`src/rtl/uart_rx_pkg.sv`:
```
`timescale 1ns/1ps
package uart_rx_pkg;

    typedef enum logic [2:0] {
        PH_IDLE,
        PH_START,
        PH_DATA,
        PH_PARITY,
        PH_STOP
    } rx_phase_e;

    localparam logic [1:0] PCHK_EVEN = 2'b01;
    localparam logic [1:0] PCHK_ODD  = 2'b10;

    // odd_ones: XOR over data bits and received parity bit
    function automatic logic parity_fault(input logic [1:0] mode, input logic odd_ones);
        logic bad;
        case (mode)
            PCHK_EVEN: bad = odd_ones;
            PCHK_ODD:  bad = ~odd_ones;
            default:   bad = 1'b0;
        endcase
        return bad;
    endfunction

endpackage

```
`src/rtl/rx_tick_gen.sv`:
```
`timescale 1ns/1ps
module rx_tick_gen #(
    parameter int DIV_W = 8
) (
    input  logic             clk,
    input  logic             rst_n,
    input  logic             en,
    input  logic [DIV_W-1:0] div,
    output logic             tick
);
    typedef struct packed {
        logic [DIV_W-1:0] cnt;
    } pre_t;

    pre_t pre_d, pre_q;
    logic [DIV_W-1:0] limit;

    always_comb begin
        limit = (div == '0) ? '0 : div - DIV_W'(1);
        tick  = en && (pre_q.cnt == limit);
        pre_d = pre_q;
        if (!en || tick) begin
            pre_d.cnt = '0;
        end else begin
            pre_d.cnt = pre_q.cnt + DIV_W'(1);
        end
    end

    always_ff @(posedge clk or negedge rst_n) begin
        if (!rst_n) pre_q <= '0;
        else        pre_q <= pre_d;
    end
endmodule

```
`src/rtl/rx_bit_timer.sv`:
```
`timescale 1ns/1ps
module rx_bit_timer #(
    parameter int TICKS_PER_BIT = 32
) (
    input  logic clk,
    input  logic rst_n,
    input  logic en,
    input  logic tick,
    input  logic clr,
    output logic half_hit,
    output logic full_hit
);
    localparam int CW   = $clog2(TICKS_PER_BIT);
    localparam int HALF = TICKS_PER_BIT / 2;

    typedef struct packed {
        logic [CW-1:0] cnt;
    } tmr_t;

    tmr_t tmr_d, tmr_q;

    always_comb begin
        half_hit = (tmr_q.cnt == CW'(HALF - 1));
        full_hit = (tmr_q.cnt == CW'(TICKS_PER_BIT - 1));
        tmr_d    = tmr_q;
        if (!en || clr) begin
            tmr_d.cnt = '0;
        end else if (tick) begin
            tmr_d.cnt = tmr_q.cnt + CW'(1);
        end
    end

    always_ff @(posedge clk or negedge rst_n) begin
        if (!rst_n) tmr_q <= '0;
        else        tmr_q <= tmr_d;
    end
endmodule

```
`src/rtl/rx_frame_ctrl.sv`:
```
`timescale 1ns/1ps
module rx_frame_ctrl
    import uart_rx_pkg::*;
#(
    parameter int DATA_BITS = 8
) (
    input  logic                 clk,
    input  logic                 rst_n,
    input  logic                 en,
    input  logic                 tick,
    input  logic                 line_s,
    input  logic                 half_hit,
    input  logic                 full_hit,
    output logic                 timer_clr,
    output logic                 frame_done,
    output logic [DATA_BITS-1:0] frame_data,
    output logic                 frame_par,
    output logic                 frame_stop
);
    localparam int BW = $clog2(DATA_BITS + 1);

    typedef struct packed {
        rx_phase_e            phase;
        logic [BW-1:0]        nbits;
        logic [DATA_BITS-1:0] shreg;
        logic                 par;
    } fsm_t;

    fsm_t fsm_d, fsm_q;

    always_comb begin
        fsm_d      = fsm_q;
        timer_clr  = 1'b0;
        frame_done = 1'b0;
        if (!en) begin
            fsm_d.phase = PH_IDLE;
            fsm_d.nbits = '0;
            timer_clr   = 1'b1;
        end else begin
            case (fsm_q.phase)
                PH_IDLE: begin
                    timer_clr = 1'b1;
                    if (tick && !line_s) fsm_d.phase = PH_START;
                end
                PH_START: begin
                    if (tick && half_hit) begin
                        timer_clr   = 1'b1;
                        fsm_d.nbits = '0;
                        fsm_d.phase = line_s ? PH_IDLE : PH_DATA;
                    end
                end
                PH_DATA: begin
                    if (tick && full_hit) begin
                        timer_clr   = 1'b1;
                        fsm_d.shreg = {line_s, fsm_q.shreg[DATA_BITS-1:1]};
                        fsm_d.nbits = fsm_q.nbits + BW'(1);
                        if (fsm_q.nbits == BW'(DATA_BITS - 1)) fsm_d.phase = PH_PARITY;
                    end
                end
                PH_PARITY: begin
                    if (tick && full_hit) begin
                        timer_clr   = 1'b1;
                        fsm_d.par   = line_s;
                        fsm_d.phase = PH_STOP;
                    end
                end
                PH_STOP: begin
                    if (tick && full_hit) begin
                        timer_clr   = 1'b1;
                        frame_done  = 1'b1;
                        fsm_d.phase = PH_IDLE;
                    end
                end
                default: fsm_d.phase = PH_IDLE;
            endcase
        end
        frame_data = fsm_q.shreg;
        frame_par  = fsm_q.par;
        frame_stop = line_s;
    end

    always_ff @(posedge clk or negedge rst_n) begin
        if (!rst_n) begin
            fsm_q.phase <= PH_IDLE;
            fsm_q.nbits <= '0;
            fsm_q.shreg <= '0;
            fsm_q.par   <= 1'b0;
        end else begin
            fsm_q <= fsm_d;
        end
    end
endmodule

```
`src/rtl/rx_status_buf.sv`:
```
`timescale 1ns/1ps
module rx_status_buf
    import uart_rx_pkg::*;
#(
    parameter int DATA_BITS = 8
) (
    input  logic                 clk,
    input  logic                 rst_n,
    input  logic                 done,
    input  logic [DATA_BITS-1:0] data_in,
    input  logic                 par_in,
    input  logic                 stop_in,
    input  logic [1:0]           par_mode,
    input  logic                 err_mask,
    input  logic                 buf_rd,
    output logic [DATA_BITS-1:0] rx_data,
    output logic                 st_parity,
    output logic                 st_frame,
    output logic                 st_overrun,
    output logic                 irq_done,
    output logic                 irq_err
);
    typedef struct packed {
        logic [DATA_BITS-1:0] data;
        logic                 full;
        logic                 e_par;
        logic                 e_frm;
        logic                 e_ovr;
        logic                 p_done;
        logic                 p_err;
    } sts_t;

    sts_t sts_d, sts_q;
    logic bad_par, bad_frm, bad_ovr, any_bad;

    always_comb begin
        bad_par = parity_fault(par_mode, (^data_in) ^ par_in);
        bad_frm = ~stop_in;
        bad_ovr = sts_q.full && !buf_rd;
        any_bad = bad_par | bad_frm | bad_ovr;

        sts_d        = sts_q;
        sts_d.p_done = 1'b0;
        sts_d.p_err  = 1'b0;
        if (buf_rd) begin
            sts_d.full  = 1'b0;
            sts_d.e_par = 1'b0;
            sts_d.e_frm = 1'b0;
            sts_d.e_ovr = 1'b0;
        end
        if (done) begin
            sts_d.data   = data_in;
            sts_d.full   = 1'b1;
            sts_d.e_par  = sts_d.e_par | bad_par;
            sts_d.e_frm  = sts_d.e_frm | bad_frm;
            sts_d.e_ovr  = sts_d.e_ovr | bad_ovr;
            sts_d.p_err  = any_bad;
            sts_d.p_done = !any_bad || !err_mask;
        end
    end

    always_ff @(posedge clk or negedge rst_n) begin
        if (!rst_n) sts_q <= '0;
        else        sts_q <= sts_d;
    end

    assign rx_data    = sts_q.data;
    assign st_parity  = sts_q.e_par;
    assign st_frame   = sts_q.e_frm;
    assign st_overrun = sts_q.e_ovr;
    assign irq_done   = sts_q.p_done;
    assign irq_err    = sts_q.p_err;
endmodule

```
`src/rtl/uart_rx_route.sv`:
```
`timescale 1ns/1ps
module uart_rx_route #(
    parameter int DATA_BITS     = 8,
    parameter int DIV_W         = 8,
    parameter int TICKS_PER_BIT = 32,
    parameter int SYNC_STAGES   = 2
) (
    input  logic                 clk,
    input  logic                 rst_n,
    input  logic                 rx_en,
    input  logic [1:0]           par_mode,
    input  logic                 err_mask,
    input  logic [DIV_W-1:0]     baud_div,
    input  logic                 buf_rd,
    input  logic                 rx_line,
    output logic [DATA_BITS-1:0] rx_data,
    output logic                 st_parity,
    output logic                 st_frame,
    output logic                 st_overrun,
    output logic                 irq_done,
    output logic                 irq_err
);
    typedef struct packed {
        logic [SYNC_STAGES-1:0] taps;
    } sync_t;

    sync_t sync_d, sync_q;
    logic line_s, tick, half_hit, full_hit, timer_clr;
    logic frame_done, frame_par, frame_stop;
    logic [DATA_BITS-1:0] frame_data;

    always_comb begin
        sync_d      = sync_q;
        sync_d.taps = {sync_q.taps[SYNC_STAGES-2:0], rx_line};
        line_s      = sync_q.taps[SYNC_STAGES-1];
    end

    always_ff @(posedge clk or negedge rst_n) begin
        if (!rst_n) sync_q <= '1;
        else        sync_q <= sync_d;
    end

    rx_tick_gen #(.DIV_W(DIV_W)) i_tick (
        .clk(clk), .rst_n(rst_n), .en(rx_en), .div(baud_div), .tick(tick)
    );

    rx_bit_timer #(.TICKS_PER_BIT(TICKS_PER_BIT)) i_timer (
        .clk(clk), .rst_n(rst_n), .en(rx_en), .tick(tick), .clr(timer_clr),
        .half_hit(half_hit), .full_hit(full_hit)
    );

    rx_frame_ctrl #(.DATA_BITS(DATA_BITS)) i_ctrl (
        .clk(clk), .rst_n(rst_n), .en(rx_en), .tick(tick), .line_s(line_s),
        .half_hit(half_hit), .full_hit(full_hit), .timer_clr(timer_clr),
        .frame_done(frame_done), .frame_data(frame_data),
        .frame_par(frame_par), .frame_stop(frame_stop)
    );

    rx_status_buf #(.DATA_BITS(DATA_BITS)) i_sts (
        .clk(clk), .rst_n(rst_n), .done(frame_done), .data_in(frame_data),
        .par_in(frame_par), .stop_in(frame_stop), .par_mode(par_mode),
        .err_mask(err_mask), .buf_rd(buf_rd), .rx_data(rx_data),
        .st_parity(st_parity), .st_frame(st_frame), .st_overrun(st_overrun),
        .irq_done(irq_done), .irq_err(irq_err)
    );
endmodule

```
`config.mk`:
```
export PLATFORM = sky130hd
export DESIGN_NAME = uart_rx_route
export DESIGN_NICKNAME = d
export VERILOG_FILES = /design/src/rtl/uart_rx_pkg.sv /design/src/rtl/rx_tick_gen.sv /design/src/rtl/rx_bit_timer.sv /design/src/rtl/rx_frame_ctrl.sv /design/src/rtl/rx_status_buf.sv /design/src/rtl/uart_rx_route.sv
export SDC_FILE = /design/constraint.sdc
export NUM_CORES = 1
export LEC_CHECK = 0
export ABC_AREA = 0
export BUFFER_PORTS_ARGS = -buffer_cell sky130_fd_sc_hd__buf_2
export CORE_UTILIZATION = 44
export CTS_CLUSTER_DIAMETER = 30
export DETAILED_ROUTE_END_ITERATION = 12
export PLACE_DENSITY = 0.66
export SLEW_MARGIN = 30
export SYNTH_ARGS = -nofsm -noshare
export SYNTH_HDL_FRONTEND = slang
export SYNTH_HIERARCHICAL = 1
export SYNTH_SLANG_ARGS = --single-unit
```
`constraint.sdc`:
```
create_clock -name clk -period 5 [get_ports clk]
set_clock_uncertainty 0.05 [all_clocks]
set_input_delay 1 -clock clk [delete_from_list [all_inputs] [get_ports clk]]
set_output_delay 1 -clock clk [all_outputs]
set_load 0.05 [all_outputs]
```
# --- After elaboration in Yosys (flattened, before gate mapping) ---
# Index checks and enable logic that the tools add are counted.
word_totals:
  mem_bits_rw: 0
  out_inout_bits: 13
  in_bits: 16
  latch_bits: 0
  wordCells: 89
  register_bits: 45
  rom_bits: 0
  n_memories: 0
op_classes:
  n_shift: 0
  order_cmp: 0
  mux: 23
  n_div: 0
  add_sub_neg: 4
  bitwise_logic: 8
  n_eq_ne: 17
  n_mul: 0
  reduce_logical: 23
op_table:
  columns: ["op", "count"]
  rows:
  - ["$ne 3x2->1 const B", 6]
  - ["$mux 8", 2]
  - ["$mux 15", 1]
  - ["$pmux 3 s5", 1]
  - ["$mux 7", 2]
  - ["$mux 3", 4]
  - ["$mux 5", 2]
  - ["$reduce_and 3->1", 3]
  - ["$add 8x1->8 const B", 1]
  - ["$eq 8x8->1", 1]
  - ["$logic_not 8->1", 1]
  - ["$pmux 4 s2", 1]
  - ["$reduce_xor 8->1", 1]
  - ["$sub 8x1->8 const B", 1]
  - ["$eq 3x2->1 const B", 2]
  - ["$mux 6", 1]
  - ["$reduce_and 6->1", 1]
  - ["$add 5x1->5 const B", 1]
  - ["$eq 5x4->1 const B", 1]
  - ["$eq 5x5->1 const B", 1]
  - ["$logic_and 1x1->1", 5]
  - ["$logic_not 1->1", 5]
  - ["$mux 1", 5]
  - ["$or 1x1->1", 5]
  - ["other kinds (17)", 21]

# --- Depth between registers and ports, before layout ---
# Gate-level depths: netlist of the first run.
depth:
  ltp_word: 10
  mapped_depth: 15

# --- By module ---
# Netlist of the first run, hierarchy kept.
modules_own_cells:
  columns: ["mod", "area_each_um2", "instances", "seq_area_each_um2", "cells_each"]
  rows:
  - ["rx_frame_ctrl", 937.1, 1, 400.4, 103]
  - ["rx_tick_gen", 815.8, 1, 200.2, 98]
  - ["rx_status_buf", 673.1, 1, 350.3, 53]
  - ["rx_bit_timer", 276.5, 1, 125.1, 25]
  - ["uart_rx_route", 52.6, 1, 52.6, 2]

# --- Worst setup path after synthesis of the first run ---
# OpenSTA, ideal clock, no wires.
synth_timing:
  path_type: "input -> register"
  startpoint: "input port baud_div[3]"
  endpoint: "register i_sts.sts_q, in the netlist i_sts/rx_data[0]"
  path_stages: 10
  setup_slack_ps: 920
  setup_ps: 125
  n_path_buf: 2
  arrival_time_ps: 3905
  path_cell_list: "buf_2 > or4_4 > nor3_1 > mux2i_1 > nand4b_2 > a2111oi_4 > and2_1 > and4_1 > clkbuf_1 > mux2_2"
synth_between:
  elab_chain_len: 8
synth_rtl:
  columns: ["item", "line", "rtl"]
  rows:
  - ["from (decl)", "uart_rx_route.sv:13", "input logic [DIV_W-1:0] baud_div,"]
  - ["$sub 8x1->8 or $logic_not 8->1 (tied branches)", "rx_tick_gen.sv:19", "limit = (div == '0) ? '0 : div - DIV_W'(1);"]
  - ["$mux 8 *", "rx_tick_gen.sv:19", null]
  - ["$eq 8x8->1 *", "rx_tick_gen.sv:20", "tick = en && (pre_q.cnt == limit);"]
  - ["$logic_and 1x1->1 *", "rx_tick_gen.sv:20", null]
  - ["via tick", "uart_rx_route.sv:28", "logic line_s, tick, half_hit, full_hit, timer_clr;"]
  - ["$logic_and 1x1->1 *", "rx_frame_ctrl.sv:68", "if (tick && full_hit) begin"]
  - ["$mux 1 *", "rx_frame_ctrl.sv:68", null]
  - ["$mux 1 *", "rx_frame_ctrl.sv:40", "case (fsm_q.phase)"]
  - ["$mux 1 *", "rx_frame_ctrl.sv:35", "if (!en) begin"]
  - ["via frame_done", "uart_rx_route.sv:29", "logic frame_done, frame_par, frame_stop;"]
  - ["to (signal assigned)", "rx_status_buf.sv:64", "else sts_q <= sts_d;"]
  - ["to (decl)", "rx_status_buf.sv:33", "sts_t sts_d, sts_q;"]
# Mark *: on every way through the listed nets, which the timed path passes. The rest lies on a longest branch.
# A chain may end at the register's enable or synchronous reset.

# --- Worst setup path in the final report of the first run ---
layout_timing:
  startpoint: "input port baud_div[0]"
  endpoint: "register i_timer/tmr_q[4] (netlist name)"
layout_between:
  elab_chain_len: 10
layout_rtl:
  columns: ["item", "line", "rtl"]
  rows:
  - ["$sub 8x1->8 or $logic_not 8->1 (tied branches)", "rx_tick_gen.sv:19", null]
  - ["$mux 8 *", "rx_tick_gen.sv:19", null]
  - ["$eq 8x8->1 *", "rx_tick_gen.sv:20", null]
  - ["$logic_and 1x1->1 *", "rx_tick_gen.sv:20", null]
  - ["via tick", "uart_rx_route.sv:28", null]
  - ["$logic_and 1x1->1 (on tied branches)", null, null]
  - ["$mux 1 (on tied branches)", null, null]
  - ["$pmux 1 s3 *", "rx_frame_ctrl.sv:40", null]
  - ["$mux 1 *", "rx_frame_ctrl.sv:35", null]
  - ["via timer_clr", "uart_rx_route.sv:28", null]
  - ["$logic_or 1x1->1 *", "rx_bit_timer.sv:26", "if (!en || clr) begin"]
  - ["$mux 5 or $reduce_bool 2->1 (tied branches)", null, null]
  - ["to (signal assigned)", "rx_bit_timer.sv:35", "else tmr_q <= tmr_d;"]
  - ["to (decl)", "rx_bit_timer.sv:20", "tmr_t tmr_d, tmr_q;"]
# Marks and branches as above.

==> results of run 1 <==
[metrics by stage]
stage	std cells	hold WS (ns)
after CTS	368	0.308
after floorplan	281	0.295
after global routing	368	0.313
after global placement	358	0.297
final	368	0.307
after detailed placement	360	0.297
[per-layer routing]
layer	GRT usage [%]	vias to the layer above
met5	0	-
met4	5.36	0
met3	3.71	4
met2	24.1	24
met1	21.5	942
li1	-	992
[cell type report]
cell class	instances	area, um2
fillers	578	3050
multi-input cells	198	1380
flip-flops and latches	45	1130
repair buffers	32	210
well taps	75	93.8
clock buffers	7	76.3
inverters	10	37.5
clock inverters	1	7.51
[worst max path at each step]
stage / startpoint / to / slack [ns] / cells past startpoint
finish: baud_div[0] / i_timer/tmr_q[4] / 0.87 / 16
global route: baud_div[0] / i_timer/tmr_q[4] / 0.55 / 16
CTS: baud_div[0] / i_timer/tmr_q[4] / 0.90 / 16
detailed placement: baud_div[0] / i_timer/tmr_q[4] / 0.61 / 16
global placement: baud_div[0] / i_timer/tmr_q[4] / 0.71 / 16
floorplan: baud_div[3] / i_sts/rx_data[0] / 0.92 / 10
[worst reg2reg max path, stage by stage (launching register included)]
cell	delay, ns
dfrtp_1	0.46
xor2_1	0.25
o211ai_1	0.14
o21ai_0	0.17
a31oi_1	0.09
a2111oi_4	0.32
buf_4	0.20
and2_1	0.18
buf_4	0.21
nand2_1	0.14
a21oi_1	0.17
a21oi_1	0.05
o221ai_1	0.22
nand2b_1	0.23
a211oi_1	0.07
[logic make-up after synthesis]
kind of cell	Yosys count
AOI/OAI and AO/OA	43
xor gates and xnor gates	20
adders and majority gates	6
buffers and inverters	38
DFF	45
muxes	14
and+or+nand+nor	115
[flip-flops by register name (all words and copies together), names as in the netlist]
| name | count |
|---|---|
| i_tick/pre_q | 8 |
| i_sts/irq_err | 1 |
| i_ctrl/frame_data | 8 |
| i_sts/irq_done | 1 |
| i_sts/st_overrun | 1 |
| i_timer/tmr_q | 5 |
| i_sts/rx_data | 8 |
| i_sts/st_parity | 1 |
| i_sts/sts_q | 1 |
| i_ctrl/fsm_q | 7 |
| i_sts/st_frame | 1 |
| sync_q | 2 |
| i_ctrl/frame_par | 1 |
[power breakdown]
group          switching, mW  internal (mW)  leakage (nW)
clock network          0.115         0.0989        0.0385
registers            0.00620          0.368         0.619
logic                 0.0361         0.0260         0.730
[placed cells by master (no fill, tap or decap), types with 5 or more instances in the layout]
| cell | n |
|---|---|
| ha_1 | 6 |
| o21ai_0 | 7 |
| a21oi_1 | 6 |
| nand2b_1 | 6 |
| and3_1 | 5 |
| nand3_1 | 8 |
| nand2_1 | 41 |
| nor2_1 | 15 |
| nor3b_1 | 6 |
| xor2_1 | 7 |
| inv_1 | 10 |
| buf_2 | 28 |
| mux2_2 | 9 |
| xnor2_1 | 11 |
| dfrtp_1 | 43 |
| clkbuf_8 | 5 |
==> impl_metrics.yaml, run 1 <==
cts:
  cts_tree: "done"
  htree_levels: 2
  postCtsSetupRepairBufs: 0
  clkLatencyLatePin_ns: 0.29
  cts.sinks: 45
  clockBufferDepth: 2
  clkTransAtPathRegs_ns: 0.07
  numCtsBuffers: 5
  cts-root-buf: "clkbuf_8"
  holdBufCountCts: 0
  ctsResizeCount: 0
logic_synthesis:
  yosys.area_share.simple_pct: 23.2
  synthCells: 281
  synth_xor_area_share_pct: 7.13
  postSynthAreaPerCell_um2: 9.80
  yosysUniqueCellTypes: 64
  yosys-top-cells-area: "dfrtp_1 39%, nand2_1 5.6%, buf_4 4.6%, mux2_2 3.7%, xnor2_1 3.5%"
  synth_flop_cell: "dfrtp_1"
  synthArstFlopShare_pct: 100
  yosysTopAreaCell: "dfrtp_1"
  synth_compound_area_share_pct: 11.6
  synth_top_cell_area_share_pct: 39.1
  yosys-top-cells-count: "43 x dfrtp_1, 41 x nand2_1, 17 x buf_4, 15 x nor2_1, 11 x xnor2_1"
  yosys_register_bits: 45
  yosys_warnings: 6
  synthMuxAreaShare_pct: 5.54
  synth_most_common_cell: "dfrtp_1"
  syn-cell-area_um2: 2760
  synth_edf_count: 0
  synth_top_family_by_area: "simple AND/OR/NAND/NOR gates"
  ys_seq_area_share_pct: 41.0
  synth_nets: 303
  synthAdderAreaFrac_pct: 2.72
detailed_routing:
  wl_met3_um: 134
  viasPerCell: 5.33
  drt-wirelength-per-cell_um: 13.1
  vias: 1962
  route.met2.wl_mm: 2.24
  met1_length_mm: 2.40
  ant_nets: 0
  drt_wl_total_mm: 4.84
  routed.top_layer: "met4"
  route.detailed.drc: 0
  dr.pass1.iters: 4
  initialDrtViolationCount: 92
min_path:
  hold_path_depth: 0
  hold-path-endpoint: "sync_q[1]"
  min_path_type: "reg2reg"
  min_from: "sync_q[0]"
sta:
  rsz0062_at_grt: "false"
  fin_tns_setup_ns: 0
  setup_viol: 0
  fmax_ghz: 0.242
  worst_slack_ns: 0.872
  fin_crit_ns: 4.13
  hold_violations: 0
  tightest_slew_ns: 0.535
  slew-limit-headroom_pct: 64.3
  final_max_slew_viol_count: 0
  fin_crit_sh_pct: 82.6
worst_setup_path:
  crit_arrival_ns: 4.25
  critPathCaptureType: "register"
  critPathMaxFanout: 14
  cpMaxStageDelayCell: "nor3b_1"
  cp_slowest_stage_delay_ns: 0.37
  worstPathRequired_ns: 5.12
  path_cells: "buf_2, inv_1, ha_1, nor3b_1, nand2_1, a311o_2, a2111oi_4, buf_4, and2_1, buf_4, nand2_1, a21oi_1, a21oi_1, o221ai_1, nand2b_1, a211oi_1"
  rr_worst_depth: 14
  cp-start-kind: "input pin"
  r2r-end: "i_timer/tmr_q[4]"
  critical_path.top_delay_family: "compound AO/OA/AOI/OAI gates"
  worstReg2RegStart: "i_tick/pre_q[0]"
  path_buf_inv: 4
  r2r_slack_ns: 1.93
  path_class: "in2reg"
placement:
  hpwl_mm: 3.60
  globalplace.congestion: 0.879
  dpl-instance-area_um2: 2850
  place_ws_ns: 0.608
  port_buffers: 28
floorplanning:
  initial_core_util_pct: 46.0
  fp.dieH_um: 81.1
  pin_count: 29
  dieWidth_um: 81.1
  dieArea_um2: 6580
  num_rows: 28
  core_um2: 5990
pwr:
  ir_worst_vdd_v: 0.000122
  leakagePower_nw: 1.39
  total_power_uw: 650
  p_per_area_nw_per_um2: 221
grt:
  grt_max_degree: 21
  gr-total-overflow: 0
  grt_pass1_wl_mm: 7.90
  antenna_found_initial: 0
  grt_usage_pct: 15.7
  grt_pass1_vias: 1731
final_layout:
  syn2layout_area_growth_pct: 6.63
  fin_nets: 314
  stdcell_area_um2: 2940
  drive_gt1_share_pct: 21.2
  n_antenna_cell: 0
  finish.utilization_pct: 49.0
outcome:
  status: "completed"
flow_run:
  max_cap_viol_count: 0
Power figures use the tool's default switching activity.
==> run 2, diff against run 1 <==
--- a/config.mk
+++ b/config.mk
@@ -10,7 +10,7 @@
 export CORE_UTILIZATION = 44
 export CTS_CLUSTER_DIAMETER = 30
 export DETAILED_ROUTE_END_ITERATION = 12
-export PLACE_DENSITY = 0.66
+export PLACE_DENSITY = 0.68
 export SLEW_MARGIN = 30
 export SYNTH_ARGS = -nofsm -noshare
 export SYNTH_HDL_FRONTEND = slang
==> constraint.sdc (replaced) <==
create_clock -name clk -period 3.5 [get_ports clk]
set_clock_uncertainty 0.05 [all_clocks]
set_input_delay 0.7 -clock clk [delete_from_list [all_inputs] [get_ports clk]]
set_output_delay 0.7 -clock clk [all_outputs]
set_load 0.05 [all_outputs]
==> run 2 against run 1 <==
Against the previous run: power rose by 44%; combinational power rose by 47%; via count rose by 1.7%; clock-buffer cell count fell by 1; cell count rose by 3.3%; sequential share of layout area fell by 1.4 points; register-to-register slack got worse by 1.0 ns; critical path type unchanged.
==> impl_metrics.yaml, run 2 (synthesized netlist as in run 1, its figures left out) <==
placement:
  hpwl_mm: 3.67
  dpl-instance-area_um2: 2960
  port_buffers: 28
  globalplace.congestion: 0.821
cts:
  cts.sinks: 45
  postCtsSetupRepairBufs: 0
  clockBufferDepth: 2
  clkLatencyLatePin_ns: 0.29
  clkTransAtPathRegs_ns: 0.08
  cts-root-buf: "clkbuf_8"
  htree_levels: 2
  holdBufCountCts: 0
  ctsResizeCount: 0
  cts_tree: "done"
  numCtsBuffers: 5
grt:
  antenna_found_initial: 0
  grt_pass1_wl_mm: 8.38
  grt_pass1_vias: 1879
  grt_max_degree: 46
  gr-total-overflow: 0
  grt_usage_pct: 16.4
pwr:
  p_per_area_nw_per_um2: 307
  ir_worst_vdd_v: 0.000224
  leakagePower_nw: 1.45
detailed_routing:
  route.detailed.drc: 0
  dr.pass1.iters: 4
  initialDrtViolationCount: 74
  drt_wl_total_mm: 4.91
  drt-wirelength-per-cell_um: 12.9
  viasPerCell: 5.25
  ant_nets: 0
  vias: 1995
sta:
  hold_violations: 0
  rsz0062_at_grt: "false"
  final_max_slew_viol_count: 0
  setup_viol: 0
  fin_tns_setup_ns: 0
  fmax_ghz: 0.306
  slew-limit-headroom_pct: 62.7
  tightest_slew_ns: 0.559
  fin_crit_sh_pct: 93.4
  fin_crit_ns: 3.27
  holdWs_ns: 0.308
floorplanning:
  pin_count: 29
  fp.dieH_um: 81.1
  initial_core_util_pct: 46.0
  num_rows: 28
  dieWidth_um: 81.1
  dieArea_um2: 6580
  core_um2: 5990
worst_setup_path:
  crit_arrival_ns: 3.40
  worstPathRequired_ns: 3.63
  cp-start-kind: "input pin"
  path_buf_inv: 2
  critPathMaxFanout: 9
  critical_path.top_delay_family: "simple AND/OR/NAND/NOR gates"
  path_class: "in2reg"
  cpMaxStageDelayCell: "or3_1"
  path_cells: "buf_2, buf_4, or3_1, nor3_2, mux2i_1, nand4b_4, a2111oi_4, and2_4, nand2_2, a21oi_2, a21oi_1, o221ai_1, nand2b_4, a211oi_1"
  critPathCaptureType: "register"
  cp_slowest_stage_delay_ns: 0.40
final_layout:
  fin_nets: 326
  layout_common_cells: "43 x dfrtp_1, 40 x nand2_1, 27 x buf_2"
  finish.utilization_pct: 50.8
  syn2layout_area_growth_pct: 10.5
  final_common_cell: "dfrtp_1"
  stdcell_area_um2: 3050
  fill_cells: 561
  n_antenna_cell: 0
  drive_gt1_share_pct: 26.6
min_path:
  min_path_type: "reg2reg"
outcome:
  status: "completed"
flow_run:
  max_cap_viol_count: 0
-- run 2: changes by cell type in the layout (fill, tap and decap cells not counted), sizes merged --
cell | before | now
clkbuf | 7 | 6
clkinvlp | 1 | 2
buf | 32 | 44
-- run 2: worst reg2reg max path: cells and delay by family (launching register included) --
family	cells	cell delay (ns)
AO/OA/AOI/OAI	7	1.02
AND/OR/NAND/NOR	5	0.94
flip-flops	1	0.45
-- run 2: cell type report --
class | count | area, um2 | area share, %
multi-input combinational | 198 | 1440 | 47.1
sequential | 45 | 1130 | 37.1
timing repair buffer | 44 | 263 | 8.63
clock inverter | 2 | 15.0 | 0.493
clock buffer | 6 | 72.6 | 2.38
inverter | 10 | 37.5 | 1.23
tap | 75 | 93.8 | 3.08
-- run 2: metrics by stage --
step | total power [mW] | std cells | worst slack, ns
after CTS | 0.947 | 380 | 0.261
after global placement | 0.633 | 372 | 0.0113
after detailed placement | 0.636 | 372 | -0.0390
after global routing | 0.983 | 380 | 0.0455
after floorplan | 0.599 | 281 | -0.0171
final | 0.935 | 380 | 0.231
-- run 2: worst paths after layout --
| kind | start | depth (start not counted) | slack (ns) | to |
|---|---|---|---|---|
| setup / recovery | baud_div[0] | 14 | 0.23 | i_timer/tmr_q[4] |
| hold / removal | sync_q[0] | 0 | 0.31 | sync_q[1] |
| setup reg to reg | i_tick/pre_q[6] | 12 | 0.91 | i_timer/tmr_q[4] |
| hold reg to reg | sync_q[0] | 0 | 0.31 | sync_q[1] |
| max in group asynchronous | rst_n | 1 | 2.67 | i_sts/sts_q[5] |
| min in group asynchronous | rst_n | 1 | 0.34 | i_sts/rx_data[1] |
-- run 2: power by group --
part	switching (mW)	internal (mW)	total (mW)
sequential	0.00904	0.525	0.534
clock	0.169	0.141	0.310
combinational	0.0535	0.0375	0.0910
total	0.232	0.703	0.935
-- run 2: per-layer routing --
layer  part of all wire, %  GRT usage, %  vias up
met5                     0             0        -
met4                  0.92          5.00        0
met3                   2.8          3.60        5
met2                    44          25.0       30
met1                    52          23.2      940
li1                      -             -     1020
==> run 3, diff against run 2 <==
--- a/config.mk
+++ b/config.mk
@@ -5,8 +5,9 @@
 export SDC_FILE = /design/constraint.sdc
 export NUM_CORES = 1
 export LEC_CHECK = 0
-export ABC_AREA = 0
+export ABC_AREA = 1
 export BUFFER_PORTS_ARGS = -buffer_cell sky130_fd_sc_hd__buf_2
+export CORE_MARGIN = 2
 export CORE_UTILIZATION = 44
 export CTS_CLUSTER_DIAMETER = 30
 export DETAILED_ROUTE_END_ITERATION = 12
==> run 3 against run 2 <==
Against the previous run: sequential power grew 3%; worst hold slack gained 0.014 ns; synthesized area grew 2.5%; power grew 20%; cell area grew 0.45%; register-to-register slack gained 0.45 ns; cell count grew 24%; highest routed layer unchanged.
==> impl_metrics.yaml, run 3 <==
outcome:
  status: "completed"
final_layout:
  fin_nets: 415
  final_common_cell: "nand2_1"
  syn2layout_area_growth_pct: 8.33
  drive_gt1_share_pct: 23.9
  finish.utilization_pct: 48.7
  layout_common_cells: "112 x nand2_1, 45 x inv_1, 43 x dfrtp_1"
  stdcell_area_um2: 3060
  n_antenna_cell: 0
logic_synthesis:
  yosysTopAreaCell: "dfrtp_1"
  synth_edf_count: 0
  yosys_warnings: 6
  yosys_register_bits: 45
  ys_seq_area_share_pct: 40.0
  postSynthAreaPerCell_um2: 7.53
  yosysUniqueCellTypes: 31
  synth_most_common_cell: "nand2_1"
  yosys-top-cells-area: "dfrtp_1 38%, nand2_1 15%, inv_1 6.0%, nand3_1 5.3%, buf_4 4.5%"
  syn-cell-area_um2: 2820
  synthArstFlopShare_pct: 100
  synthCells: 375
  yosys-top-cells-count: "112 x nand2_1, 45 x inv_1, 43 x dfrtp_1, 30 x nand3_1, 20 x nor2_1"
  synth_top_cell_area_share_pct: 38.1
  synth_nets: 397
  synth_flop_cell: "dfrtp_1"
detailed_routing:
  vias: 2279
  viasPerCell: 4.84
  drt_wl_total_mm: 5.05
  dr.pass1.iters: 4
  route.detailed.drc: 0
  ant_nets: 0
  initialDrtViolationCount: 136
  drt-wirelength-per-cell_um: 10.7
cts:
  clkTransAtPathRegs_ns: 0.09
  cts.sinks: 45
  clockBufferDepth: 2
  cts_tree: "done"
  htree_levels: 2
  clkLatencyLatePin_ns: 0.30
  cts-root-buf: "clkbuf_8"
  postCtsSetupRepairBufs: 0
  holdBufCountCts: 0
  numCtsBuffers: 5
  ctsResizeCount: 0
worst_setup_path:
  rr_worst_depth: 12
  critPathCaptureType: "register"
  crit_arrival_ns: 3.00
  worstPathRequired_ns: 3.63
  cp-start-kind: "input pin"
  path_class: "in2reg"
  r2r_slack_ns: 1.36
  worstReg2RegStart: "i_tick/pre_q[0]"
  critPathMaxFanout: 17
  r2r-end: "i_sts/rx_data[0]"
sta:
  setup_viol: 0
  holdWs_ns: 0.322
  rsz0062_at_grt: "false"
  tightest_slew_ns: 0.564
  fin_crit_ns: 2.87
  fin_tns_setup_ns: 0
  fin_crit_sh_pct: 82.1
  slew-limit-headroom_pct: 62.4
  fmax_ghz: 0.348
  final_max_slew_viol_count: 0
  hold_violations: 0
min_path:
  hold_path_depth: 0
  min_path_type: "reg2reg"
  hold-path-endpoint: "sync_q[1]"
  min_from: "sync_q[0]"
floorplanning:
  initial_core_util_pct: 45.0
  fp.dieH_um: 84.1
  core_um2: 6280
  dieWidth_um: 84.1
  dieArea_um2: 7070
  num_rows: 29
  pin_count: 29
grt:
  grt_pass1_wl_mm: 9.12
  grt_busiest_layer: "met2"
  use_met2_pct: 25.1
  grt_pass1_vias: 2165
  antenna_found_initial: 0
  grt_usage_pct: 15.4
  grt_max_degree: 46
  gr-usage-met3_pct: 4.45
  gr-total-overflow: 0
  globalRouteMet1Util_pct: 20.8
pwr:
  p_comb_share_pct: 15.8
  switching_share_pct: 28.5
  ir_worst_vdd_v: 0.000169
  p_per_area_nw_per_um2: 368
  leakagePower_nw: 1.59
  p_sw_uw: 320
  p_int_uw: 805
  pwr-share-seq_pct: 48.9
  pwr-share-clk_pct: 35.4
placement:
  dpl-instance-area_um2: 2940
  globalplace.congestion: 0.822
  hpwl_mm: 3.80
  port_buffers: 28
flow_run:
  max_cap_viol_count: 0
[run 3: logic make-up (layout without fill, tap and decap cells)]
logic type                 Yosys count  after routing  share of synthesized area [%]
and+or+nand+nor                    213            213                           35.5
buffers and inverters               69             88                           11.7
DFF                                 45             45                           40.0
AOI/OAI and AO/OA                   33             33                           7.36
xor gates and xnor gates             9              9                           2.79
adders and majority gates            6              6                           2.66
[run 3: worst max-delay path by stage]
| stage | from | cells after the start | to |
|---|---|---|---|
| 2_1_floorplan | baud_div[0] | 18 | i_sts/rx_data[0] |
| 3_3_place_gp | baud_div[0] | 16 | i_sts/rx_data[0] |
| 3_5_place_dp | baud_div[0] | 18 | i_sts/rx_data[1] |
| 4_1_cts | baud_div[0] | 18 | i_sts/rx_data[1] |
| 5_1_grt | baud_div[0] | 17 | i_sts/st_frame |
| 6_report | baud_div[0] | 18 | i_sts/rx_data[0] |
[run 3: cell type report]
type / count / area, um2
clock buffer: 5 / 68.8
clock inverter: 3 / 46.3
fill: 628 / 3220
inverter: 50 / 188
multi-input combinational: 261 / 1370
sequential: 45 / 1130
tap: 77 / 96.3
timing repair buffer: 30 / 158
[run 3: worst max-delay path, cell delays in order]
cell and delay [ns]:
buf_2 0.10, inv_1 0.15, ha_1 0.30, nand2_1 0.10
nor2_2 0.11, nand2_2 0.13, nand3_2 0.09, nand2_1 0.05
nand2_1 0.05, nand2_1 0.06, nor2_2 0.11, nand2_2 0.08
nor2_2 0.12, nand2_2 0.10, nor4_2 0.28, inv_1 0.28
nand2_1 0.11, o21ai_0 0.08
[run 3: metal layers]
| layer | share of wire (%) | vias up |
|---|---|---|
| met1 | 51 | 1029 |
| met4 | 0.18 | 0 |
| met2 | 44 | 46 |
| met3 | 4.2 | 2 |
| met5 | 0 | - |
| li1 | - | 1202 |
[run 3: per-stage QoR]
stage	total power [mW]	worst slack (ns)	instances
floorplan	0.688	0.162	375
global placement	0.736	0.409	463
detailed placement	0.737	0.303	463
CTS	1.14	0.629	471
global route	1.19	0.263	471
finish	1.13	0.626	471
[run 3: power groups by stage]
stage | registers (mW) | logic, mW | clock network, mW
finish | 0.550 | 0.177 | 0.398
global route | 0.552 | 0.207 | 0.436
global placement | 0.560 | 0.177 | 0
floorplan | 0.555 | 0.133 | 0
detailed placement | 0.559 | 0.177 | 0
CTS | 0.549 | 0.178 | 0.411
